**src/rtl/dirctl_pkg.sv**
```systemverilog
package dirctl_pkg;
  typedef enum logic [1:0] {
    RSP_DATA  = 2'd0,
    RSP_OWNER = 2'd1,
    RSP_FETCH = 2'd2,
    RSP_INVAL = 2'd3
  } rsp_kind_e;

  typedef enum logic [2:0] {
    ST_IDLE, ST_LOOK, ST_RESP, ST_INV, ST_WACK, ST_WWB, ST_FIN
  } home_state_e;
endpackage

```
**src/rtl/dirctl_entries.sv**
```systemverilog
module dirctl_entries #(
  parameter int LINES = 16,
  parameter int EW    = 5,
  localparam int LW   = $clog2(LINES)
) (
  input  logic          clk,
  input  logic          rst,
  input  logic [LW-1:0] rd_line,
  output logic [EW-1:0] rd_ent,
  input  logic          wr_en,
  input  logic [LW-1:0] wr_line,
  input  logic [EW-1:0] wr_ent
);
  logic [EW-1:0] ent_q [LINES];

  always_ff @(posedge clk) begin
    if (rst) begin
      for (int i = 0; i < LINES; i++) ent_q[i] <= '0;
    end else if (wr_en) begin
      ent_q[wr_line] <= wr_ent;
    end
  end

  assign rd_ent = ent_q[rd_line];
endmodule

```
**src/rtl/dirctl_linemem.sv**
```systemverilog
module dirctl_linemem #(
  parameter int LINES = 16,
  parameter int DW    = 16,
  localparam int LW   = $clog2(LINES)
) (
  input  logic          clk,
  input  logic          re,
  input  logic [LW-1:0] ra,
  output logic [DW-1:0] rq,
  input  logic          we,
  input  logic [LW-1:0] wa,
  input  logic [DW-1:0] wd
);
  logic [DW-1:0] mem [LINES];

  always_ff @(posedge clk) begin
    if (we) mem[wa] <= wd;
    if (re) rq <= mem[ra];
  end
endmodule

```
**src/rtl/dirctl_lowbit.sv**
```systemverilog
module dirctl_lowbit #(
  parameter int N  = 4,
  localparam int IW = $clog2(N)
) (
  input  logic [N-1:0]  vec,
  output logic [IW-1:0] idx
);
  always_comb begin
    idx = '0;
    for (int i = N - 1; i >= 0; i--) begin
      if (vec[i]) idx = IW'(i);
    end
  end
endmodule

```
**src/rtl/dirctl_home.sv**
```systemverilog
module dirctl_home
  import dirctl_pkg::*;
#(
  parameter int NODES = 4,
  parameter int LINES = 16,
  parameter int DW    = 16,
  localparam int NW   = $clog2(NODES),
  localparam int LW   = $clog2(LINES),
  localparam int EW   = NODES + 1
) (
  input  logic             clk,
  input  logic             rst,
  input  logic             fetch_via_home,
  input  logic             req_valid,
  output logic             req_ready,
  input  logic             req_write,
  input  logic [LW-1:0]    req_line,
  input  logic [NW-1:0]    req_src,
  output logic             rsp_valid,
  input  logic             rsp_ready,
  output logic [1:0]       rsp_kind,
  output logic [LW-1:0]    rsp_line,
  output logic [NW-1:0]    rsp_dst,
  output logic [NW-1:0]    rsp_owner,
  output logic [NODES-1:0] rsp_nodes,
  output logic [DW-1:0]    rsp_data,
  input  logic             in_valid,
  input  logic             in_wb,
  input  logic [LW-1:0]    in_line,
  input  logic [NW-1:0]    in_src,
  input  logic [DW-1:0]    in_data
);
  home_state_e state, after_st;
  logic             cur_write;
  logic [LW-1:0]    cur_line;
  logic [NW-1:0]    cur_src, owner_q;
  logic [NODES-1:0] pend;
  logic [NW:0]      sent, acks;

  logic [EW-1:0]    ent, dir_wdata;
  logic             dir_we;
  logic [DW-1:0]    mem_q;
  logic [NW-1:0]    own_idx, pend_idx;
  logic [NODES-1:0] src_bit, own_bit, sharers, pend_left;
  logic             wb_hit, accept;

  assign req_ready = (state == ST_IDLE);
  assign accept    = req_ready && req_valid;
  assign rsp_line  = cur_line;
  assign src_bit   = NODES'(1) << cur_src;
  assign own_bit   = NODES'(1) << owner_q;
  assign sharers   = ent[NODES-1:0] & ~src_bit;
  assign pend_left = pend & ~(NODES'(1) << pend_idx);
  assign wb_hit    = (state == ST_WWB) && in_valid && in_wb &&
                     (in_line == cur_line) && (in_src == owner_q);

  dirctl_entries #(.LINES(LINES), .EW(EW)) u_entries (
    .clk(clk), .rst(rst), .rd_line(cur_line), .rd_ent(ent),
    .wr_en(dir_we), .wr_line(cur_line), .wr_ent(dir_wdata)
  );

  dirctl_linemem #(.LINES(LINES), .DW(DW)) u_mem (
    .clk(clk), .re(accept), .ra(req_line), .rq(mem_q),
    .we(wb_hit), .wa(cur_line), .wd(in_data)
  );

  dirctl_lowbit #(.N(NODES)) u_pick_own  (.vec(ent[NODES-1:0]), .idx(own_idx));
  dirctl_lowbit #(.N(NODES)) u_pick_pend (.vec(pend), .idx(pend_idx));

  always_comb begin
    dir_we    = 1'b0;
    dir_wdata = '0;
    if (state == ST_LOOK && !cur_write && !ent[NODES]) begin
      dir_we    = 1'b1;
      dir_wdata = {1'b0, ent[NODES-1:0] | src_bit};
    end else if (wb_hit && !cur_write) begin
      dir_we    = 1'b1;
      dir_wdata = {1'b0, own_bit | src_bit};
    end else if (state == ST_FIN) begin
      dir_we    = 1'b1;
      dir_wdata = {1'b1, src_bit};
    end
  end

  always_ff @(posedge clk) begin
    if (rst) begin
      state     <= ST_IDLE;
      after_st  <= ST_IDLE;
      cur_write <= 1'b0;
      cur_line  <= '0;
      cur_src   <= '0;
      owner_q   <= '0;
      pend      <= '0;
      sent      <= '0;
      acks      <= '0;
      rsp_valid <= 1'b0;
      rsp_kind  <= RSP_DATA;
      rsp_dst   <= '0;
      rsp_owner <= '0;
      rsp_nodes <= '0;
      rsp_data  <= '0;
    end else begin
      if (state != ST_IDLE && in_valid && !in_wb && in_line == cur_line)
        acks <= acks + 1'b1;
      case (state)
        ST_IDLE: if (req_valid) begin
          cur_write <= req_write;
          cur_line  <= req_line;
          cur_src   <= req_src;
          acks      <= '0;
          sent      <= '0;
          state     <= ST_LOOK;
        end
        ST_LOOK: begin
          owner_q   <= own_idx;
          rsp_valid <= 1'b1;
          rsp_nodes <= '0;
          state     <= ST_RESP;
          if (!cur_write && !ent[NODES]) begin
            rsp_kind <= RSP_DATA;
            rsp_dst  <= cur_src;
            rsp_data <= mem_q;
            after_st <= ST_IDLE;
          end else if (ent[NODES] && own_idx != cur_src) begin
            if (!cur_write && !fetch_via_home) begin
              rsp_kind  <= RSP_OWNER;
              rsp_dst   <= cur_src;
              rsp_owner <= own_idx;
            end else begin
              rsp_kind <= RSP_FETCH;
              rsp_dst  <= own_idx;
            end
            after_st <= ST_WWB;
          end else begin
            rsp_kind  <= RSP_DATA;
            rsp_dst   <= cur_src;
            rsp_data  <= mem_q;
            rsp_nodes <= sharers;
            pend      <= sharers;
            after_st  <= (sharers == '0) ? ST_FIN : ST_INV;
          end
        end
        ST_RESP: if (rsp_ready) begin
          rsp_valid <= 1'b0;
          state     <= after_st;
        end
        ST_INV: begin
          rsp_kind  <= RSP_INVAL;
          rsp_dst   <= pend_idx;
          rsp_nodes <= '0;
          rsp_valid <= 1'b1;
          pend      <= pend_left;
          sent      <= sent + 1'b1;
          after_st  <= (pend_left == '0) ? ST_WACK : ST_INV;
          state     <= ST_RESP;
        end
        ST_WACK: if (acks == sent) state <= ST_FIN;
        ST_FIN:  state <= ST_IDLE;
        ST_WWB: if (wb_hit) begin
          if (!cur_write && !fetch_via_home) begin
            state <= ST_IDLE;
          end else begin
            rsp_kind  <= RSP_DATA;
            rsp_dst   <= cur_src;
            rsp_data  <= in_data;
            rsp_nodes <= cur_write ? own_bit : '0;
            pend      <= cur_write ? own_bit : '0;
            after_st  <= cur_write ? ST_INV : ST_IDLE;
            rsp_valid <= 1'b1;
            state     <= ST_RESP;
          end
        end
        default: state <= ST_IDLE;
      endcase
    end
  end
endmodule

```
**config.mk**
```make
export PLATFORM = sky130hd
export DESIGN_NAME = dirctl_home
export DESIGN_NICKNAME = d
export VERILOG_FILES = /design/src/rtl/dirctl_pkg.sv /design/src/rtl/dirctl_entries.sv /design/src/rtl/dirctl_linemem.sv /design/src/rtl/dirctl_lowbit.sv /design/src/rtl/dirctl_home.sv
export SDC_FILE = /design/constraint.sdc
export NUM_CORES = 1
export LEC_CHECK = 0
export ABC_AREA = 1
export ABC_CLOCK_PERIOD_IN_PS = 3400
export BUFFER_PORTS_ARGS = -buffer_cell sky130_fd_sc_hd__buf_2
export CORE_ASPECT_RATIO = 1.1
export CORE_MARGIN = 2
export CORE_UTILIZATION = 56
export DETAILED_ROUTE_END_ITERATION = 7
export GPL_ROUTABILITY_DRIVEN = 0
export HOLD_SLACK_MARGIN = 0.12
export PLACE_DENSITY = 0.86
export SLEW_MARGIN = 20
export SYNTH_ARGS = -nofsm -noshare
export SYNTH_HDL_FRONTEND = slang
export SYNTH_SLANG_ARGS = --single-unit
```
**constraint.sdc**
```tcl
create_clock -name clk -period 3.4 [get_ports clk]
set_clock_uncertainty 0.05 [all_clocks]
set_input_delay 0.68 -clock clk [delete_from_list [all_inputs] [get_ports clk]]
set_output_delay 0.68 -clock clk [all_outputs]
set_load 0.02 [all_outputs]
```
==> flow_metrics.tcl, run 1 <==
set metrics [dict create \
    status "completed" \
    antenna_found_initial 1 \
    min-delay-start "req_write" \
    seqCellArea_sq_um 11700 \
    syn_to_final_growth_pct 12.4 \
    coreArea_sq_um 31300 \
    whs_ns 0.371 \
    grt_overflow 0 \
    ys_types 41 \
    pwr_density_cell_nw_per_um2 664 \
    rr_endpoint "u_entries.ent_q[11][2]" \
    cts_tree "done" \
    grt_usage_pct 26.2 \
    finalNonFillerCells 2131 \
    min_path_cells 3 \
    cts_hold_buf 0 \
    clock-sinks 408 \
    multi_input_area_sq_um 5100 \
    die_w_um 174 \
    fmax_ghz 0.327 \
    placed_cells 2057 \
    ff2ff_setup_slack_ns 0.34 \
    port_buffers 67 \
    finalSetupTns_ns 0 \
    slew-limit-headroom_pct 41.6 \
    synth_warnings 0 \
    rsz0062_at_grt "no" \
    slew_viol_final 0 \
    layout-drive-gt1-share_pct 13.9 \
    netlist_instances 1605 \
    cts_buffer_depth 3 \
    drtIter0Drc 1773 \
    fp.dieH_um 191 \
    antenna_cells 0 \
    syn_area_per_cell_sq_um 11.1 \
    min_to "cur_write" \
    routed_wl_um 43500 \
    synth_seq_cells 408 \
    finalCritPeriodShare_pct 90.1 \
    vias 12700 \
    h-tree-depth 2 \
    vias_per_cell 5.96 \
    fp.dieArea_sq_um 33100 \
    n_fill_cell 2242 \
    dp_hpwl_um 25700 \
    startpoint_type "flip-flop" \
    io_pins 68 \
    ant_nets 0 \
    synth_fp_nets 1643 \
    maxCapViolations 0 \
    critical_path_class "flip-flop to flip-flop" \
    clock_latency_ns 0.57 \
    final_cell_mix "edfxtp_1, nand2_1, inv_1" \
    post_cts_resized 0 \
    cts_buffers 40 \
    rows 68 \
    routedWlPerCell_um 20.4 \
    setup_violations 0 \
    finalHoldViolCount 0 \
    syn_area_sq_um 17700 \
    drc 0 \
    vdd_drop_max_v 0.000480 \
    finalCriticalPeriod_ns 3.06 \
    start_util_pct 56.7 \
    p_leak_nw 7.62 \
    crit_arrival_ns 3.26 \
    cts.clk_slew.worst_paths_ns 0.06 \
    post_cts_buffers 0 \
    worstPathRequired_ns 3.60 \
    grt_pass1_vias 12800 \
    grt_max_degree 63 \
    min-delay-path-class "input pin to flip-flop" \
    cts_root_buffer "clkbuf_16" \
    tightest_slew_ns 0.875 \
    nets 1717 \
    r2r_cells 13 \
    dr.pass1.iters 6 \
    end_kind "flip-flop" \
    path_max_fanout 32 \
    grt_pass1_wl_um 66800 \
    final_common_cell "edfxtp_1" \
    synth.yosys.seq_area_share_pct 65.9 \
]
-- Yosys cell counts, drive strengths merged --
cell type / n / area, sq um
edfxtp: 352 / 10600
nand2: 278 / 1070
inv: 172 / 646
nor2: 164 / 759
o21ai: 122 / 614
a21oi: 111 / 556
nand3: 95 / 480
o211ai: 69 / 528
mux2i: 65 / 651
dfxtp: 56 / 1120
clkbuf: 49 / 184
buf: 31 / 181
nand4: 5 / 31.3
xnor2: 5 / 43.8
xor2: 5 / 43.8
nor3: 4 / 20.0
nor4: 4 / 46.3
o221ai: 4 / 35.0
a221oi: 3 / 78.8
a31oi: 3 / 18.8
ha: 2 / 25.0
o22ai: 2 / 12.5
a31o: 1 / 8.76
clkinv: 1 / 3.75
o31ai: 1 / 7.51
o32ai: 1 / 8.76
-- stage by stage --
step / util (%) / cell area (sq um) / setup slack (ns) / power [W]
after floorplan: - / 17800 / 0.432 / 0.00810
after global placement: 59.8 / 18700 / 0.354 / 0.00895
after detailed placement: 59.8 / 18700 / 0.201 / 0.00905
after CTS: 63.7 / 19900 / 0.443 / 0.0132
after global routing: 63.7 / 19900 / 0.0653 / 0.0137
final: 63.7 / 19900 / 0.338 / 0.0132
-- cell type report --
type | count | share of cell area [%]
clock buffer | 53 | 5.31
clock inverter | 21 | 0.822
inverter | 173 | 3.26
multi-input combinational | 944 | 25.6
sequential | 408 | 58.6
tap | 420 | 2.63
timing repair buffer | 112 | 3.78
-- cell families after synthesis --
group                    after synthesis  synth area share, %
AND/OR/NAND/NOR                      550                 13.6
flip-flops                           408                 65.9
AO/OA/AOI/OAI                        317                 10.5
buffers and inverters                253                 5.72
multiplexers                          65                 3.67
XOR/XNOR                              10                0.493
adder cells (fa/ha/maj)                2                0.141
-- sequential cells by signal (all words and copies together) (netlist names), named ones only --
name / flops
acks: 3
after_st: 3
cur_src: 2
cur_write: 1
owner_q: 2
pend: 4
rsp_data: 16
rsp_dst: 2
rsp_kind: 2
rsp_line: 4
rsp_nodes: 4
rsp_owner: 2
rsp_valid: 1
sent: 3
state: 3
u_entries.ent_q: 80
u_mem.mem: 256
u_mem.rq: 16
-- worst max-delay path, cell delays in order (launching register included) --
cell and delay (ns):
dfxtp_1 0.35, inv_2 0.41, o21ai_0 0.14, o221ai_1 0.19
nand3_1 0.28, nand2_4 0.25, nor2_8 0.07, inv_2 0.07
nand2_1 0.06, nand2_2 0.25, buf_4 0.34, nor2_4 0.05
inv_2 0.09, nand2_1 0.15
-- worst max-delay path by stage --
stage	start	to	slack, ns
floorplan	in_line[0]	u_mem.mem[14][0]	0.43
global placement	in_line[0]	u_entries.ent_q[3][0]	0.35
detailed placement	in_line[1]	u_entries.ent_q[14][4]	0.20
CTS	flip-flop	u_entries.ent_q[11][2]	0.44
global route	flip-flop	rsp_data[13]	0.07
finish	flip-flop	u_entries.ent_q[11][2]	0.34
-- power breakdown --
part	leakage [nW]	internal, W	switching (W)
registers	3.74	0.00574	0.000225
clock network	0.597	0.00230	0.00187
logic	3.29	0.000875	0.00223
total	7.62	0.00891	0.00433
-- metal layers --
metal	wire length [um]	track usage (%)	vias up
met2	21400	44.4	798
met5	13	0	-
met1	15900	31.6	6016
li1	-	-	5727
met3	4280	5.78	164
met4	1910	13.5	2
Note: power is estimated with default switching activity, not from simulation.
==> run 2, diff against run 1 <==
--- a/config.mk
+++ b/config.mk
@@ -6,15 +6,15 @@
 export NUM_CORES = 1
 export LEC_CHECK = 0
 export ABC_AREA = 1
-export ABC_CLOCK_PERIOD_IN_PS = 3400
+export ABC_CLOCK_PERIOD_IN_PS = 3100
 export BUFFER_PORTS_ARGS = -buffer_cell sky130_fd_sc_hd__buf_2
 export CORE_ASPECT_RATIO = 1.1
 export CORE_MARGIN = 2
-export CORE_UTILIZATION = 56
+export CORE_UTILIZATION = 62
 export DETAILED_ROUTE_END_ITERATION = 7
 export GPL_ROUTABILITY_DRIVEN = 0
 export HOLD_SLACK_MARGIN = 0.12
-export PLACE_DENSITY = 0.86
+export PLACE_DENSITY = 0.9
 export SLEW_MARGIN = 20
 export SYNTH_ARGS = -nofsm -noshare
 export SYNTH_HDL_FRONTEND = slang
==> constraint.sdc (replaced) <==
create_clock -name clk -period 3.1 [get_ports clk]
set_clock_uncertainty 0.05 [all_clocks]
set_input_delay 0.62 -clock clk [delete_from_list [all_inputs] [get_ports clk]]
set_output_delay 0.62 -clock clk [all_outputs]
set_load 0.02 [all_outputs]
==> run 2 against run 1 <==
  * Global-route usage is 4.4 points higher
  * Cell area shrank 0.27%
  * Maximum frequency increased by 6.9%
  * Via count rose by 3.2%
  * Total power increased by 10%
  * Die area decreased by 9.5%
  * Sequential share of layout area grew 0.17 points
  * Count of clock-buffer cells in the layout down 6
  * Critical path depth grew 6
  * Largest power group unchanged
==> flow_metrics.tcl, run 2 (synthesis results as in run 1) <==
set metrics [dict create \
    dp_hpwl_um 26400 \
    syn_to_final_growth_pct 12.1 \
    critical_path_class "flip-flop to flip-flop" \
    setup_violations 0 \
    crit_chain "inv_2 -> buf_4 -> nand2_1 -> nand2_1 -> nand2_1 -> nand3_1 -> nand3_1 -> nand2_1 -> inv_1 -> nand2_1 -> nand2_1 -> nand2_1 -> nand2_1 -> inv_2 -> nand2_4 -> nand3_2 -> buf_4 -> nand3_1 -> a21oi_1" \
    cts_root_buffer "clkbuf_16" \
    finalSetupTns_ns 0 \
    final_cell_mix "edfxtp_1, nand2_1, inv_1" \
    pwr_density_cell_nw_per_um2 733 \
    crit_top_cell "nand2_1" \
    final_common_cell "edfxtp_1" \
    dr.pass1.iters 6 \
    worstPathRequired_ns 3.52 \
    largest-register "u_mem.mem" \
    antenna_cells 0 \
    rsz0062_at_grt "no" \
    port_buffers 67 \
    rows 64 \
    finalCritPeriodShare_pct 92.4 \
    coreArea_sq_um 28000 \
    clock_latency_ns 0.55 \
    grt_overflow 0 \
    routed_wl_um 45300 \
    finalHoldViolCount 0 \
    finalCriticalPeriod_ns 2.86 \
    vias 13100 \
    drc 0 \
    p_clk_share_pct 31.9 \
    tightest_slew_ns 0.892 \
    fp.dieArea_sq_um 30000 \
    routedWlPerCell_um 21.8 \
    cts_buffer_depth 3 \
    slew-limit-headroom_pct 40.5 \
    finish.utilization_pct 71.0 \
    path_max_fanout 26 \
    end_kind "flip-flop" \
    crit_arrival_ns 3.28 \
    n_fill_cell 1701 \
    h-tree-depth 2 \
    cts_tree "done" \
    min-delay-path-class "input pin to flip-flop" \
    min_to "cur_src[1]" \
    ant_nets 0 \
    grt_pass1_vias 13000 \
    io_pins 68 \
    startpoint_type "flip-flop" \
    largest_reg_flops 256 \
    grt_max_degree 85 \
    cts.clk_slew.worst_paths_ns 0.06 \
    cts_hold_buf 0 \
    vdd_drop_max_v 0.000645 \
    layout-drive-gt1-share_pct 13.6 \
    nets 1725 \
    comb_power_share_pct 23.2 \
    cts_buffers 41 \
    drtIter0Drc 2059 \
    rr_endpoint "rsp_data[11]" \
    die_w_um 165 \
    critPathSlowestCell "dfxtp_1" \
    fmax_ghz 0.349 \
    p_leak_nw 7.64 \
    grt_pass1_wl_um 69700 \
    fp.dieH_um 181 \
    min_path_cells 3 \
    slew_viol_final 0 \
    design_area_sq_um 19900 \
    clock-sinks 408 \
    start_util_pct 63.3 \
    p_int_w 0.00984 \
    max_stage_delay_ns 0.33 \
    whs_ns 0.331 \
    reg_top3 "u_mem.mem: 256 flops, u_entries.ent_q: 80 flops" \
    switching_power_w 0.00475 \
    seq_power_share_pct 44.9 \
    maxCapViolations 0 \
    switching_share_pct 32.6 \
    min-delay-start "req_src[1]" \
    vias_per_cell 6.30 \
    antenna_found_initial 3 \
    status "completed" \
    ff2ff_setup_slack_ns 0.24 \
    grt_usage_pct 30.6 \
    placed_cell_area_sq_um 18600 \
    r2r_cells 19 \
]
## run 2: final cells by class
class	count	area, sq um	share of cell area, %
Tap cell	363	454	2.28
Inverter	173	649	3.26
Multi-Input combinational cell	944	5080	25.5
Timing Repair Buffer	119	757	3.81
Clock inverter	28	209	1.05
Sequential cell	408	11700	58.8
Clock buffer	47	1050	5.27
## run 2: stage by stage
step	std cells	power, W	worst slack [ns]
floorplan	1605	0.00889	0.192
global placement	2007	0.00975	0.357
detailed placement	2007	0.00987	0.170
CTS	2082	0.0145	0.266
global route	2082	0.0151	0.0430
finish	2082	0.0146	0.236
## run 2: what timing repair did
action | 4_1_cts | 5_1_grt
setup buffers | 0 | 0
gates resized for setup | 0 | 2
endpoints found under the setup margin | 0 | 7
## run 2: per-layer routing
metal	vias up	routed length, um	track usage (%)
met4	6	2410	16.3
met1	6087	15700	37.4
met5	-	30	0
met3	222	5000	6.90
li1	5752	-	-
met2	1043	22200	50.6
## run 2: worst max-delay path, delay by kind of cell (launching register included)
family / cells / cell delay (ns)
simple gates: 13 / 1.26
buf+inv: 5 / 0.96
flops: 1 / 0.33
compound gates: 1 / 0.20
## run 2: how the worst max path moves through the flow
stage / to / depth (start not counted) / startpoint / slack [ns]
final: rsp_data[11] / 19 / flip-flop / 0.24
after global routing: rsp_data[8] / 19 / flip-flop / 0.04
after CTS: rsp_data[11] / 14 / rsp_line[3] / 0.27
after detailed placement: rsp_data[10] / 15 / in_line[3] / 0.17
after global placement: rsp_data[2] / 15 / in_line[3] / 0.36
after floorplan: u_mem.mem[14][0] / 4 / in_line[0] / 0.19
## run 2: power by group through the flow
| stage | clock [W] | combinational (W) | sequential [W] |
|---|---|---|---|
| 2_1_floorplan | 0 | 0.00218 | 0.00670 |
| 3_3_place_gp | 0 | 0.00311 | 0.00663 |
| 3_5_place_dp | 0 | 0.00323 | 0.00664 |
| 4_1_cts | 0.00466 | 0.00329 | 0.00654 |
| 5_1_grt | 0.00487 | 0.00367 | 0.00658 |
| 6_report | 0.00465 | 0.00339 | 0.00655 |
